**src/rtl/serial_bus_pkg.sv**
```systemverilog
package serial_bus_pkg;

   localparam int BUS_W = 8;
   localparam int DIV_W = 12;

   // register slot decode (rsel)
   typedef enum logic [1:0] {
      SEL_DATA = 2'b00,
      SEL_STAT = 2'b01,
      SEL_CMD  = 2'b10,
      SEL_CTRL = 2'b11
   } reg_sel_e;

   // status bit positions
   localparam int STAT_IRQ  = 7;
   localparam int STAT_TDRE = 4;
   localparam int STAT_RDRF = 3;
   localparam int STAT_OVRN = 2;
   localparam int STAT_FERR = 1;

   // command bit positions
   localparam int CMD_RDY       = 0;
   localparam int CMD_RXIE      = 1;
   localparam int CMD_CLR_BITS  = 5;

   typedef enum logic [2:0] {
      RX_IDLE,
      RX_START,
      RX_DATA,
      RX_STOP,
      RX_BREAK
   } rx_state_e;

   // oversample divisor, in reference strobes, for a 16x tick
   function automatic logic [DIV_W-1:0] rate_divisor(input logic [3:0] code);
      case (code)
         4'b1111: rate_divisor = 12'd6;
         4'b1110: rate_divisor = 12'd12;
         4'b1100: rate_divisor = 12'd24;
         4'b1010: rate_divisor = 12'd48;
         4'b1000: rate_divisor = 12'd96;
         default: rate_divisor = 12'd48;
      endcase
   endfunction

endpackage

```
**src/rtl/sbp_baud_gen.sv**
```systemverilog
module sbp_baud_gen #(
   parameter int DIV_W = 12
)(
   input  logic             clk,
   input  logic             rst_n,
   input  logic             ref_en,
   input  logic [DIV_W-1:0] divisor,
   output logic             os_tick
);

   logic [DIV_W-1:0] cnt;
   logic             wrap;

   assign wrap = (cnt >= divisor - 1'b1);

   always_ff @(posedge clk or negedge rst_n) begin
      if (!rst_n) begin
         cnt     <= '0;
         os_tick <= 1'b0;
      end else begin
         os_tick <= ref_en && wrap;
         if (ref_en) cnt <= wrap ? '0 : cnt + 1'b1;
      end
   end

   // the smallest divisor is 6, so ticks never come back to back
   p_tick_isolated_r5: assert property (@(posedge clk) disable iff (!rst_n)
      os_tick |=> !os_tick);

endmodule

```
**src/rtl/sbp_tx.sv**
```systemverilog
module sbp_tx #(
   parameter int DATA_W     = 8,
   parameter int OVERSAMPLE = 16
)(
   input  logic              clk,
   input  logic              rst_n,
   input  logic              os_tick,
   input  logic              hold_vld,
   input  logic [DATA_W-1:0] hold_data,
   input  logic              cts_n,
   output logic              take,
   output logic              txd
);

   localparam int FRAME = DATA_W + 2;
   localparam int IDX_W = $clog2(FRAME);
   localparam int OS_W  = $clog2(OVERSAMPLE);
   localparam logic [IDX_W-1:0] LAST_BIT = IDX_W'(FRAME - 1);
   localparam logic [OS_W-1:0]  LAST_OS  = OS_W'(OVERSAMPLE - 1);

   logic             busy;
   logic [FRAME-1:0] shreg;
   logic [IDX_W-1:0] bit_idx;
   logic [OS_W-1:0]  os_cnt;

   // a new frame may only begin while the far end grants clear-to-send
   assign take = !busy && hold_vld && !cts_n;
   assign txd  = busy ? shreg[0] : 1'b1;

   always_ff @(posedge clk or negedge rst_n) begin
      if (!rst_n) begin
         busy    <= 1'b0;
         shreg   <= '1;
         bit_idx <= '0;
         os_cnt  <= '0;
      end else if (take) begin
         busy    <= 1'b1;
         shreg   <= {1'b1, hold_data, 1'b0};
         bit_idx <= '0;
         os_cnt  <= '0;
      end else if (busy && os_tick) begin
         if (os_cnt == LAST_OS) begin
            os_cnt <= '0;
            if (bit_idx == LAST_BIT) begin
               busy <= 1'b0;
            end else begin
               bit_idx <= bit_idx + 1'b1;
               shreg   <= {1'b1, shreg[FRAME-1:1]};
            end
         end else begin
            os_cnt <= os_cnt + 1'b1;
         end
      end
   end

   // a frame only ends after its stop bit, regardless of cts_n
   p_frame_not_cut_r6: assert property (@(posedge clk) disable iff (!rst_n)
      $fell(busy) |-> ($past(bit_idx) == LAST_BIT && $past(os_tick)));

   // frames start only under clear-to-send
   p_start_needs_cts_r6: assert property (@(posedge clk) disable iff (!rst_n)
      $rose(busy) |-> !$past(cts_n));

   // the last bit of a frame is a high stop bit
   p_stop_bit_high_r4: assert property (@(posedge clk) disable iff (!rst_n)
      (busy && bit_idx == LAST_BIT) |-> txd);

endmodule

```
**src/rtl/sbp_rx.sv**
```systemverilog
module sbp_rx
   import serial_bus_pkg::*;
#(
   parameter int DATA_W      = 8,
   parameter int OVERSAMPLE  = 16,
   parameter int SYNC_STAGES = 2
)(
   input  logic              clk,
   input  logic              rst_n,
   input  logic              os_tick,
   input  logic              rxd,
   output logic              done,
   output logic [DATA_W-1:0] data,
   output logic              stop_ok
);

   localparam int OS_W = $clog2(OVERSAMPLE);
   localparam int BI_W = $clog2(DATA_W);
   localparam logic [OS_W-1:0] HALF_OS = OS_W'(OVERSAMPLE / 2 - 1);
   localparam logic [OS_W-1:0] LAST_OS = OS_W'(OVERSAMPLE - 1);
   localparam logic [BI_W-1:0] LAST_BI = BI_W'(DATA_W - 1);

   logic [SYNC_STAGES-1:0] sync_q;
   logic                   rx_s;
   rx_state_e              state;
   logic [OS_W-1:0]        os_cnt;
   logic [BI_W-1:0]        bit_idx;
   logic [DATA_W-1:0]      shreg;

   always_ff @(posedge clk or negedge rst_n) begin
      if (!rst_n) sync_q <= '1;
      else        sync_q <= {sync_q[SYNC_STAGES-2:0], rxd};
   end

   assign rx_s = sync_q[SYNC_STAGES-1];

   always_ff @(posedge clk or negedge rst_n) begin
      if (!rst_n) begin
         state   <= RX_IDLE;
         os_cnt  <= '0;
         bit_idx <= '0;
         shreg   <= '0;
         done    <= 1'b0;
         data    <= '0;
         stop_ok <= 1'b1;
      end else begin
         done <= 1'b0;
         case (state)
            RX_IDLE: begin
               if (!rx_s) begin
                  state  <= RX_START;
                  os_cnt <= '0;
               end
            end
            RX_START: begin
               if (os_tick) begin
                  if (os_cnt == HALF_OS) begin
                     os_cnt  <= '0;
                     bit_idx <= '0;
                     state   <= rx_s ? RX_IDLE : RX_DATA;
                  end else begin
                     os_cnt <= os_cnt + 1'b1;
                  end
               end
            end
            RX_DATA: begin
               if (os_tick) begin
                  if (os_cnt == LAST_OS) begin
                     os_cnt <= '0;
                     shreg  <= {rx_s, shreg[DATA_W-1:1]};
                     if (bit_idx == LAST_BI) state <= RX_STOP;
                     else                    bit_idx <= bit_idx + 1'b1;
                  end else begin
                     os_cnt <= os_cnt + 1'b1;
                  end
               end
            end
            RX_STOP: begin
               if (os_tick) begin
                  if (os_cnt == LAST_OS) begin
                     os_cnt  <= '0;
                     done    <= 1'b1;
                     data    <= shreg;
                     stop_ok <= rx_s;
                     state   <= rx_s ? RX_IDLE : RX_BREAK;
                  end else begin
                     os_cnt <= os_cnt + 1'b1;
                  end
               end
            end
            RX_BREAK: begin
               if (rx_s) state <= RX_IDLE;
            end
            default: state <= RX_IDLE;
         endcase
      end
   end

   // a character completes only on an oversample tick
   p_done_on_tick_r7: assert property (@(posedge clk) disable iff (!rst_n)
      done |-> $past(os_tick));

   // after a low stop bit the receiver holds off until the line is high
   p_break_wait_r9: assert property (@(posedge clk) disable iff (!rst_n)
      (state == RX_BREAK && !rx_s) |=> state == RX_BREAK);

endmodule

```
**src/rtl/serial_bus_port.sv**
```systemverilog
module serial_bus_port
   import serial_bus_pkg::*;
#(
   parameter int OVERSAMPLE  = 16,
   parameter int SYNC_STAGES = 2
)(
   input  logic             clk,
   input  logic             rst_n,
   input  logic             cs,
   input  logic [1:0]       rsel,
   input  logic             rd_wr_n,
   input  logic [BUS_W-1:0] wdata,
   output logic [BUS_W-1:0] rdata,
   output logic             irq_n,
   output logic             term_rdy_n,
   input  logic             ref_en,
   output logic             txd,
   input  logic             rxd,
   input  logic             cts_n
);

   initial begin
      assert (OVERSAMPLE >= 4 && (OVERSAMPLE & (OVERSAMPLE - 1)) == 0)
         else $error("OVERSAMPLE must be a power of two of at least 4");
      assert (SYNC_STAGES >= 2)
         else $error("SYNC_STAGES must be at least 2");
   end

   reg_sel_e         sel;
   logic             rd, wr;
   logic             rd_data, rd_stat, wr_data, wr_stat, wr_cmd, wr_ctrl;

   logic [BUS_W-1:0] cmd_q, ctrl_q, hold_q, rx_buf;
   logic             hold_vld, rx_full, ovrn, ferr, irq_q;
   logic             full_eff;
   logic [BUS_W-1:0] status_v;
   logic [DIV_W-1:0] divisor;

   logic             os_tick, tx_take;
   logic             rx_done, rx_stop_ok;
   logic [BUS_W-1:0] rx_byte;

   assign sel     = reg_sel_e'(rsel);
   assign rd      = cs && rd_wr_n;
   assign wr      = cs && !rd_wr_n;
   assign rd_data = rd && (sel == SEL_DATA);
   assign rd_stat = rd && (sel == SEL_STAT);
   assign wr_data = wr && (sel == SEL_DATA);
   assign wr_stat = wr && (sel == SEL_STAT);
   assign wr_cmd  = wr && (sel == SEL_CMD);
   assign wr_ctrl = wr && (sel == SEL_CTRL);

   assign divisor = rate_divisor(ctrl_q[3:0]);

   sbp_baud_gen #(.DIV_W(DIV_W)) i_baud (
      .clk     (clk),
      .rst_n   (rst_n),
      .ref_en  (ref_en),
      .divisor (divisor),
      .os_tick (os_tick)
   );

   sbp_tx #(.DATA_W(BUS_W), .OVERSAMPLE(OVERSAMPLE)) i_tx (
      .clk       (clk),
      .rst_n     (rst_n),
      .os_tick   (os_tick),
      .hold_vld  (hold_vld),
      .hold_data (hold_q),
      .cts_n     (cts_n),
      .take      (tx_take),
      .txd       (txd)
   );

   sbp_rx #(.DATA_W(BUS_W), .OVERSAMPLE(OVERSAMPLE), .SYNC_STAGES(SYNC_STAGES)) i_rx (
      .clk     (clk),
      .rst_n   (rst_n),
      .os_tick (os_tick),
      .rxd     (rxd),
      .done    (rx_done),
      .data    (rx_byte),
      .stop_ok (rx_stop_ok)
   );

   // the buffer counts as free if this cycle's read or reset empties it
   assign full_eff = rx_full && !rd_data && !wr_stat;

   always_ff @(posedge clk or negedge rst_n) begin
      if (!rst_n) begin
         cmd_q    <= '0;
         ctrl_q   <= '0;
         hold_q   <= '0;
         hold_vld <= 1'b0;
         rx_buf   <= '0;
         rx_full  <= 1'b0;
         ovrn     <= 1'b0;
         ferr     <= 1'b0;
         irq_q    <= 1'b0;
      end else begin
         if (wr_data) begin
            hold_q   <= wdata;
            hold_vld <= 1'b1;
         end else if (tx_take) begin
            hold_vld <= 1'b0;
         end

         if (wr_ctrl) ctrl_q <= wdata;

         if (wr_cmd)       cmd_q <= wdata;
         else if (wr_stat) cmd_q[CMD_CLR_BITS-1:0] <= '0;

         if (rd_stat || wr_stat) irq_q <= 1'b0;

         if (rd_data || wr_stat) begin
            rx_full <= 1'b0;
            ovrn    <= 1'b0;
            ferr    <= 1'b0;
         end

         if (rx_done) begin
            if (full_eff) begin
               ovrn <= 1'b1;
            end else begin
               rx_buf  <= rx_byte;
               rx_full <= 1'b1;
               ferr    <= !rx_stop_ok;
            end
            if (cmd_q[CMD_RXIE]) irq_q <= 1'b1;
         end
      end
   end

   always_comb begin
      status_v            = '0;
      status_v[STAT_IRQ]  = irq_q;
      status_v[STAT_TDRE] = !hold_vld;
      status_v[STAT_RDRF] = rx_full;
      status_v[STAT_OVRN] = ovrn;
      status_v[STAT_FERR] = ferr;
   end

   always_comb begin
      rdata = '0;
      if (rd) begin
         case (sel)
            SEL_DATA: rdata = rx_buf;
            SEL_STAT: rdata = status_v;
            SEL_CMD:  rdata = cmd_q;
            SEL_CTRL: rdata = ctrl_q;
            default:  rdata = '0;
         endcase
      end
   end

   assign irq_n      = !irq_q;
   assign term_rdy_n = !cmd_q[CMD_RDY];

   // a data write always leaves the holding register marked busy
   p_tdre_drops_on_write_r3: assert property (@(posedge clk) disable iff (!rst_n)
      wr_data |=> !status_v[STAT_TDRE]);

   // an overrun keeps the unread byte and raises the flag
   p_overrun_keeps_byte_r8: assert property (@(posedge clk) disable iff (!rst_n)
      (rx_done && full_eff) |=> ($stable(rx_buf) && ovrn));

   // an interrupt only rises for a received character with the enable set
   p_irq_needs_enable_r10: assert property (@(posedge clk) disable iff (!rst_n)
      $rose(irq_q) |-> $past(cmd_q[CMD_RXIE] && rx_done));

   // a status read with no new character releases the interrupt line
   p_status_read_releases_irq_r11: assert property (@(posedge clk) disable iff (!rst_n)
      (rd_stat && !rx_done) |=> irq_n);

endmodule

```
**config.mk**
```make
export PLATFORM = sky130hd
export DESIGN_NAME = serial_bus_port
export DESIGN_NICKNAME = d
export VERILOG_FILES = /design/src/rtl/serial_bus_pkg.sv /design/src/rtl/sbp_baud_gen.sv /design/src/rtl/sbp_tx.sv /design/src/rtl/sbp_rx.sv /design/src/rtl/serial_bus_port.sv
export SDC_FILE = /design/constraint.sdc
export NUM_CORES = 1
export LEC_CHECK = 0
export ABC_AREA = 0
export ABC_CLOCK_PERIOD_IN_PS = 7900
export BUFFER_PORTS_ARGS = -buffer_cell sky130_fd_sc_hd__buf_2
export CAP_MARGIN = 10
export CELL_PAD_IN_SITES_DETAIL_PLACEMENT = 2
export CELL_PAD_IN_SITES_GLOBAL_PLACEMENT = 2
export CORE_MARGIN = 4
export CORE_UTILIZATION = 30
export CTS_CLUSTER_DIAMETER = 40
export DETAILED_ROUTE_END_ITERATION = 12
export GPL_ROUTABILITY_DRIVEN = 0
export PLACE_DENSITY_LB_ADDON = 0.1
export SLEW_MARGIN = 20
export SYNTH_ARGS = -nofsm -noshare
export SYNTH_HDL_FRONTEND = slang
export SYNTH_SLANG_ARGS = --single-unit
```
**constraint.sdc**
```tcl
create_clock -name clk -period 7.9 [get_ports clk]
set_clock_uncertainty 0.05 [all_clocks]
set_input_delay 0 -clock clk [delete_from_list [all_inputs] [get_ports clk]]
set_output_delay 0 -clock clk [all_outputs]
set_load 0.02 [all_outputs]
```
=== Word level (Yosys, flattened, before mapping) ===
Cells that the tools add are included.

* Register bits after elaboration: 99
* Bits of input ports: 17
* Output and inout port bits: 11
* Word-level logic and storage cells: 166

* Add/subtract/negate cells: 6
* $lt $le $gt $ge: 1
* Equality and inequality tests: 28
* Multiplexer cells: 63
* Bitwise gates (word level): 1
* Reductions and logical operators: 43

{| class="wikitable"
|+ Operator list
! kind !! count
|-
| $mux W4 || 12
|-
| $mux W3 || 15
|-
| $mux W10 || 4
|-
| $pmux W8 S4 || 1
|-
| $eq A4 B4 Y1 const B || 7
|-
| $pmux W7 S4 || 1
|-
| $mux W1 || 22
|-
| $pmux W3 S5 || 1
|-
| $logic_and A1 B1 Y1 || 14
|-
| $ne A2 B1 Y1 const B || 7
|-
| $add A12 B1 Y12 const B || 1
|-
| $add A4 B1 Y4 const B || 3
|-
| $ge A12 B12 Y1 || 1
|-
| $mux W12 || 1
|-
| $pmux W4 S3 || 1
|-
| $reduce_and A3 Y1 || 4
|-
| $reduce_bool A2 Y1 || 6
|-
| $mux W5 || 2
|-
| $ne A2 B2 Y1 const B || 5
|-
| $logic_not A1 Y1 || 9
|-
| $reduce_and A9 Y1 || 1
|-
| $mux W8 || 1
|-
| $sub A7 B1 Y8 const B || 1
|-
| $eq A3 B2 Y1 const B || 2
|-
| other kinds (17) || 20
|}

=== Longest topological paths before layout ===
* Word-level depth: 7
* Depth in mapped cells: 11

=== Cells and area by module ===
A second synthesis with hierarchy kept.

* Cells, all modules: 511
* Area total of the unflattened synthesis: 5540.3 µm²

{| class="wikitable"
|+ Modules (own cells, without submodules)
! module !! instances !! cells an instance !! area an instance (µm²) !! seq. area each (µm²)
|-
| serial_bus_port || 1 || 190 || 1995.7 || 925.9
|-
| sbp_rx || 1 || 104 || 1458.9 || 754.5
|-
| sbp_baud_gen || 1 || 118 || 1086.0 || 325.3
|-
| sbp_tx || 1 || 99 || 999.7 || 461.7
|}

=== Least setup slack after synthesis ===
Ideal clock, no wire load.

* Kind: flip-flop to flip-flop
* Start point: reg ctrl_q[2]
* End point: reg i_baud.os_tick
* Data arrival time: 2.372 ns
* Required time: 7.731 ns
* Path slack: 5.359 ns
* Stages on the path, launching flop included: 11
* Buffers on the path: 0
* Period minus slack after synthesis: 2.541 ns
* Cells stage by stage: dfrtp_1 > nand4_1 > ha_1 > a21oi_1 > o22ai_1 > and2_1 > ha_1 > and4_1 > a311oi_2 > nand2_1 > and2_1

* Word-level cells in the longest chain between the ends: 5
* Elaborated cells between the ends (all ways): 8
* Those cells by class: 1 x add/sub; 1 x order compare; 4 x eq/ne; 1 x mux; 1 x reduce/logical

{| class="wikitable"
|+ Ends and longest elaborated chain
! element !! line !! source
|-
| start, declared || serial_bus_port.sv:33 || <nowiki>logic [BUS_W-1:0] cmd_q, ctrl_q, hold_q, rx_buf;</nowiki>
|-
| start signal, assigned || serial_bus_port.sv:106 || <nowiki>if (wr_ctrl) ctrl_q <= wdata;</nowiki>
|-
| $eq A4 B4 Y1 || serial_bus_pkg.sv:36 || <nowiki>case (code)</nowiki>
|-
| $pmux W7 S4 (*) || serial_bus_pkg.sv:36 ||
|-
| $sub A7 B1 Y8 (*) || sbp_baud_gen.sv:14 || <nowiki>assign wrap = (cnt >= divisor - 1'b1);</nowiki>
|-
| $ge A12 B12 Y1 (*) || sbp_baud_gen.sv:14 ||
|-
| $logic_and A1 B1 Y1 (*) || sbp_baud_gen.sv:21 || <nowiki>os_tick <= ref_en && wrap;</nowiki>
|-
| end signal, assigned || sbp_baud_gen.sv:21 ||
|-
| end, declared || sbp_baud_gen.sv:8 || <nowiki>output logic os_tick</nowiki>
|}

Mark *: on every way between the ends. The rest lies on a longest branch, timed or not.
A chain may end at the register's enable or synchronous reset.

=== Worst setup path in the final report ===
Ends and elaborated chain as after synthesis.

==> out/summary.txt <==
Run status: complete, no violations
GRT Util Overall: 0.144
Crit Reg-Reg Endpoint: i_baud.os_tick$_DFF_PN0_
ANT cells: 0
Worst EP arrival: 3.11 ns
DRT Pass-1 Iters: 4
Hold violation count in the final report: 0
Number of flops mapped to enable cells by yosys: 0
Peak supply drop: 104 µV
Commonest non-fill, non-tap cells in the layout: dfrtp_1 (86), nand2_1 (47), mux2_2 (36)
Placement-stage cell area: 5240 µm²
Logic pwr share: 0.239
Register area: 2470 µm²
Post-synth cell types: 54
Post-CTS Setup Bufs: 0
Share of cells above drive strength 1: 0.229
Die outline height: 135 µm
Rows: 46
Fillcell total: 1744
Total negative setup slack: 0 ns
Ports: 28
CP cell instances: nand4_1, ha_1, a21oi_1, o22ai_1, and2_1, ha_1, and4_1, a311oi_2, nand2_1, and2_1
F_max: 342 MHz
Vias: 3480
CP Capture Type: flip-flop
First-pass GRT wire length: 20700 µm
Core Area: 15900 µm²
CTS tree: yes
RSZ-0062 raised after global routing: no
Async set-reset flop share out of synthesis: 1.00
Total of warnings raised by yosys: 0
Initial antenna violation count: 0
Cells on Worst Hold Path: 4
Reg2reg setup slack: 4.98 ns
Syn Area/Cell: 11.1 µm²
Clock network fraction of total power: 0.282
Power per cell area: 262 nW/µm²
Synth Flop Type: dfrtp_1
Routed Antenna Nets: 0
Worst endpoint required time: 8.09 ns
Delay-heaviest family, CP: simple AND/OR/NAND/NOR gates
Max-cap violations: 0
Critical path buffer and inverter count: 0
End-of-flow core utilization: 0.355
Area of the multi-input gates: 2290 µm²
Setup Viol. Count Final: 0
Die area: 18300 µm²
Register clock-pin slew on the reported worst setup and hold paths: 0.07 ns
Total wire length: 12200 µm
Post-CTS sizing: 0
Register area share after synthesis: 0.506
DRC viols: 0
CTS root buf: clkbuf_16
Leakage: 2.53 nW
Global route overflow: 0
Power Total: 1.48 mW
Synthesized Nets: 477
Switching Share: 0.345
R2R cell count: 10
Crit path max fanout: 10
Syn Inst Count: 441
Flop pwr share: 0.478
Area delta synth->final: 15.6%
Post-DP HPWL: 8620 µm
Max Root-Sink Buffers: 2
Clk_lat worst skew: 0.35 ns
Hold wc startpoint: rd_wr_n
DRT iter0 DRCs: 104
Worst-margin pin slew: 0.686 ns
Initial Util: 0.307
Worst Hold Path EP: rx_full$_DFF_PN0_
Largest net degree at the start of global routing: 51
WL/cell: 17.4 µm
IO Port Bufs: 27
Internal power: 968 µW
Psw: 510 µW
Critical Path Start Type: flip-flop
Final std cells w/o fill: 700
Crit-path slowest cell: dfrtp_1
Detailed-route vias per instance: 4.97
H-Tree Level Count: 3
Fin. max-slew vios: 0
Vias in the first global route: 3784
CTS buffer count: 9
Register bit count reported by yosys: 98
Hold Path Class: primary input to flip-flop
Relative slew slack: 0.542
Mapped cell area: 4870 µm²
Dpl cells: 672
Final period util: 0.370
Slowest cell delay on critical path: 0.47 ns
Number of clock sinks: 98
Critical path type: flip-flop to flip-flop
Die X: 135 µm
Commonest non-fill, non-tap cell in the layout: dfrtp_1
Layout net count: 515
Tmin final: 2.92 ns
Fin area: 5640 µm²
Worst r2r src: ctrl_q[2]$_DFFE_PN0P_
[worst max path at each step]
| stage | to | cells past startpoint | start |
|---|---|---|---|
| after floorplan | i_baud.os_tick$_DFF_PN0_ | 10 | ctrl_q[2]$_DFFE_PN0P_ |
| after global placement | i_baud.os_tick$_DFF_PN0_ | 10 | ctrl_q[2]$_DFFE_PN0P_ |
| after detailed placement | i_baud.os_tick$_DFF_PN0_ | 10 | ctrl_q[2]$_DFFE_PN0P_ |
| after CTS | i_baud.os_tick$_DFF_PN0_ | 10 | ctrl_q[2]$_DFFE_PN0P_ |
| after global routing | i_baud.os_tick$_DFF_PN0_ | 10 | ctrl_q[1]$_DFFE_PN0P_ |
| final | i_baud.os_tick$_DFF_PN0_ | 10 | ctrl_q[2]$_DFFE_PN0P_ |
[power by group through the flow]
stage | clock, mW | combinational (mW) | sequential (mW)
after floorplan | 0 | 0.284 | 0.663
after global placement | 0 | 0.343 | 0.712
after detailed placement | 0 | 0.359 | 0.717
after CTS | 0.438 | 0.365 | 0.709
after global routing | 0.461 | 0.415 | 0.725
final | 0.417 | 0.354 | 0.707
[through the flow]
| stage | worst slack [ns] | hold WS, ns |
|---|---|---|
| after global routing | 4.78 | 0.0483 |
| after global placement | 5.04 | 0.0448 |
| after floorplan | 5.36 | -0.346 |
| final | 4.98 | 0.0345 |
| after detailed placement | 4.96 | 0.0431 |
| after CTS | 4.92 | 0.0160 |
[cell type report]
type | instances | area share
repair buffers | 42 | 0.0497
clock buffers | 10 | 0.0406
multi-input cells | 314 | 0.407
flip-flops and latches | 98 | 0.438
clock inverters | 6 | 0.00777
inverters | 14 | 0.00933
well taps | 216 | 0.0480
[state kept, by name, indices dropped and copies added, names as in the netlist, 2 cells and up]
| signal | cells |
|---|---|
| i_rx.os_cnt | 4 |
| ctrl_q | 8 |
| rx_buf | 8 |
| i_rx.data | 8 |
| cmd_q | 8 |
| i_rx.sync_q | 2 |
| hold_q | 8 |
| i_baud.cnt | 12 |
| i_tx.os_cnt | 4 |
| i_rx.bit_idx | 3 |
| i_tx.shreg | 9 |
| i_rx.shreg | 8 |
| i_rx.state | 3 |
| i_tx.bit_idx | 4 |
[metal layers]
| metal | global-route usage | up-vias | part of all wire |
|---|---|---|---|
| li1 | - | 1646 | - |
| met1 | 0.193 | 1799 | 0.47 |
| met2 | 0.237 | 22 | 0.50 |
| met3 | 0.0245 | 13 | 0.017 |
| met4 | 0.0504 | 0 | 0.015 |
| met5 | 0 | - | 0 |
[worst register-to-register path, stage by stage, from the launching register on]
cell and delay, ns:
dfrtp_1 0.47, nand4_1 0.15, ha_1 0.26, a21oi_1 0.16
o22ai_1 0.09, and2_1 0.17, ha_1 0.29, and4_1 0.22
a311oi_2 0.39, nand2_1 0.32, and2_1 0.26
[synth_stat cells (4+ instances only)]
cell type   n  area (µm²)
dfstp_2    12         315
inv_1      14        52.6
o21ai_0    24         120
and3_1      7        43.8
nor2b_1    12        75.1
a21oi_1    25         125
and2_1      5        31.3
clkbuf_1    5        18.8
nand3_1    10        50.1
xor2_1     11        96.3
mux2_2     36         405
mux2i_1    12         120
nand2_1    47         176
nor3_1      4        20.0
a21o_1      4        30.0
mux4_2      4        90.1
nor2_1     23        86.3
o21ai_1     5        25.0
dfrtp_1    86        2150
buf_2      10        50.1
ha_1       19         238
mux2_1      8        90.1
nand4_1    10        62.6
[repair_timing]
action	4_1_cts	5_1_grt
hold buffers	12	0
endpoints found under the setup margin	0	0
endpoints found under the hold margin	68	0
[cells by family after synthesis]
kind of cell,after synthesis,share of synthesized area
buf+inv,29,0.0249
xor+xnor,12,0.0216
simple gates,140,0.150
compound gates,82,0.101
mux,61,0.148
flops,98,0.506
fa+ha+maj,19,0.0488
No activity file was read; power rests on OpenSTA's default activity.
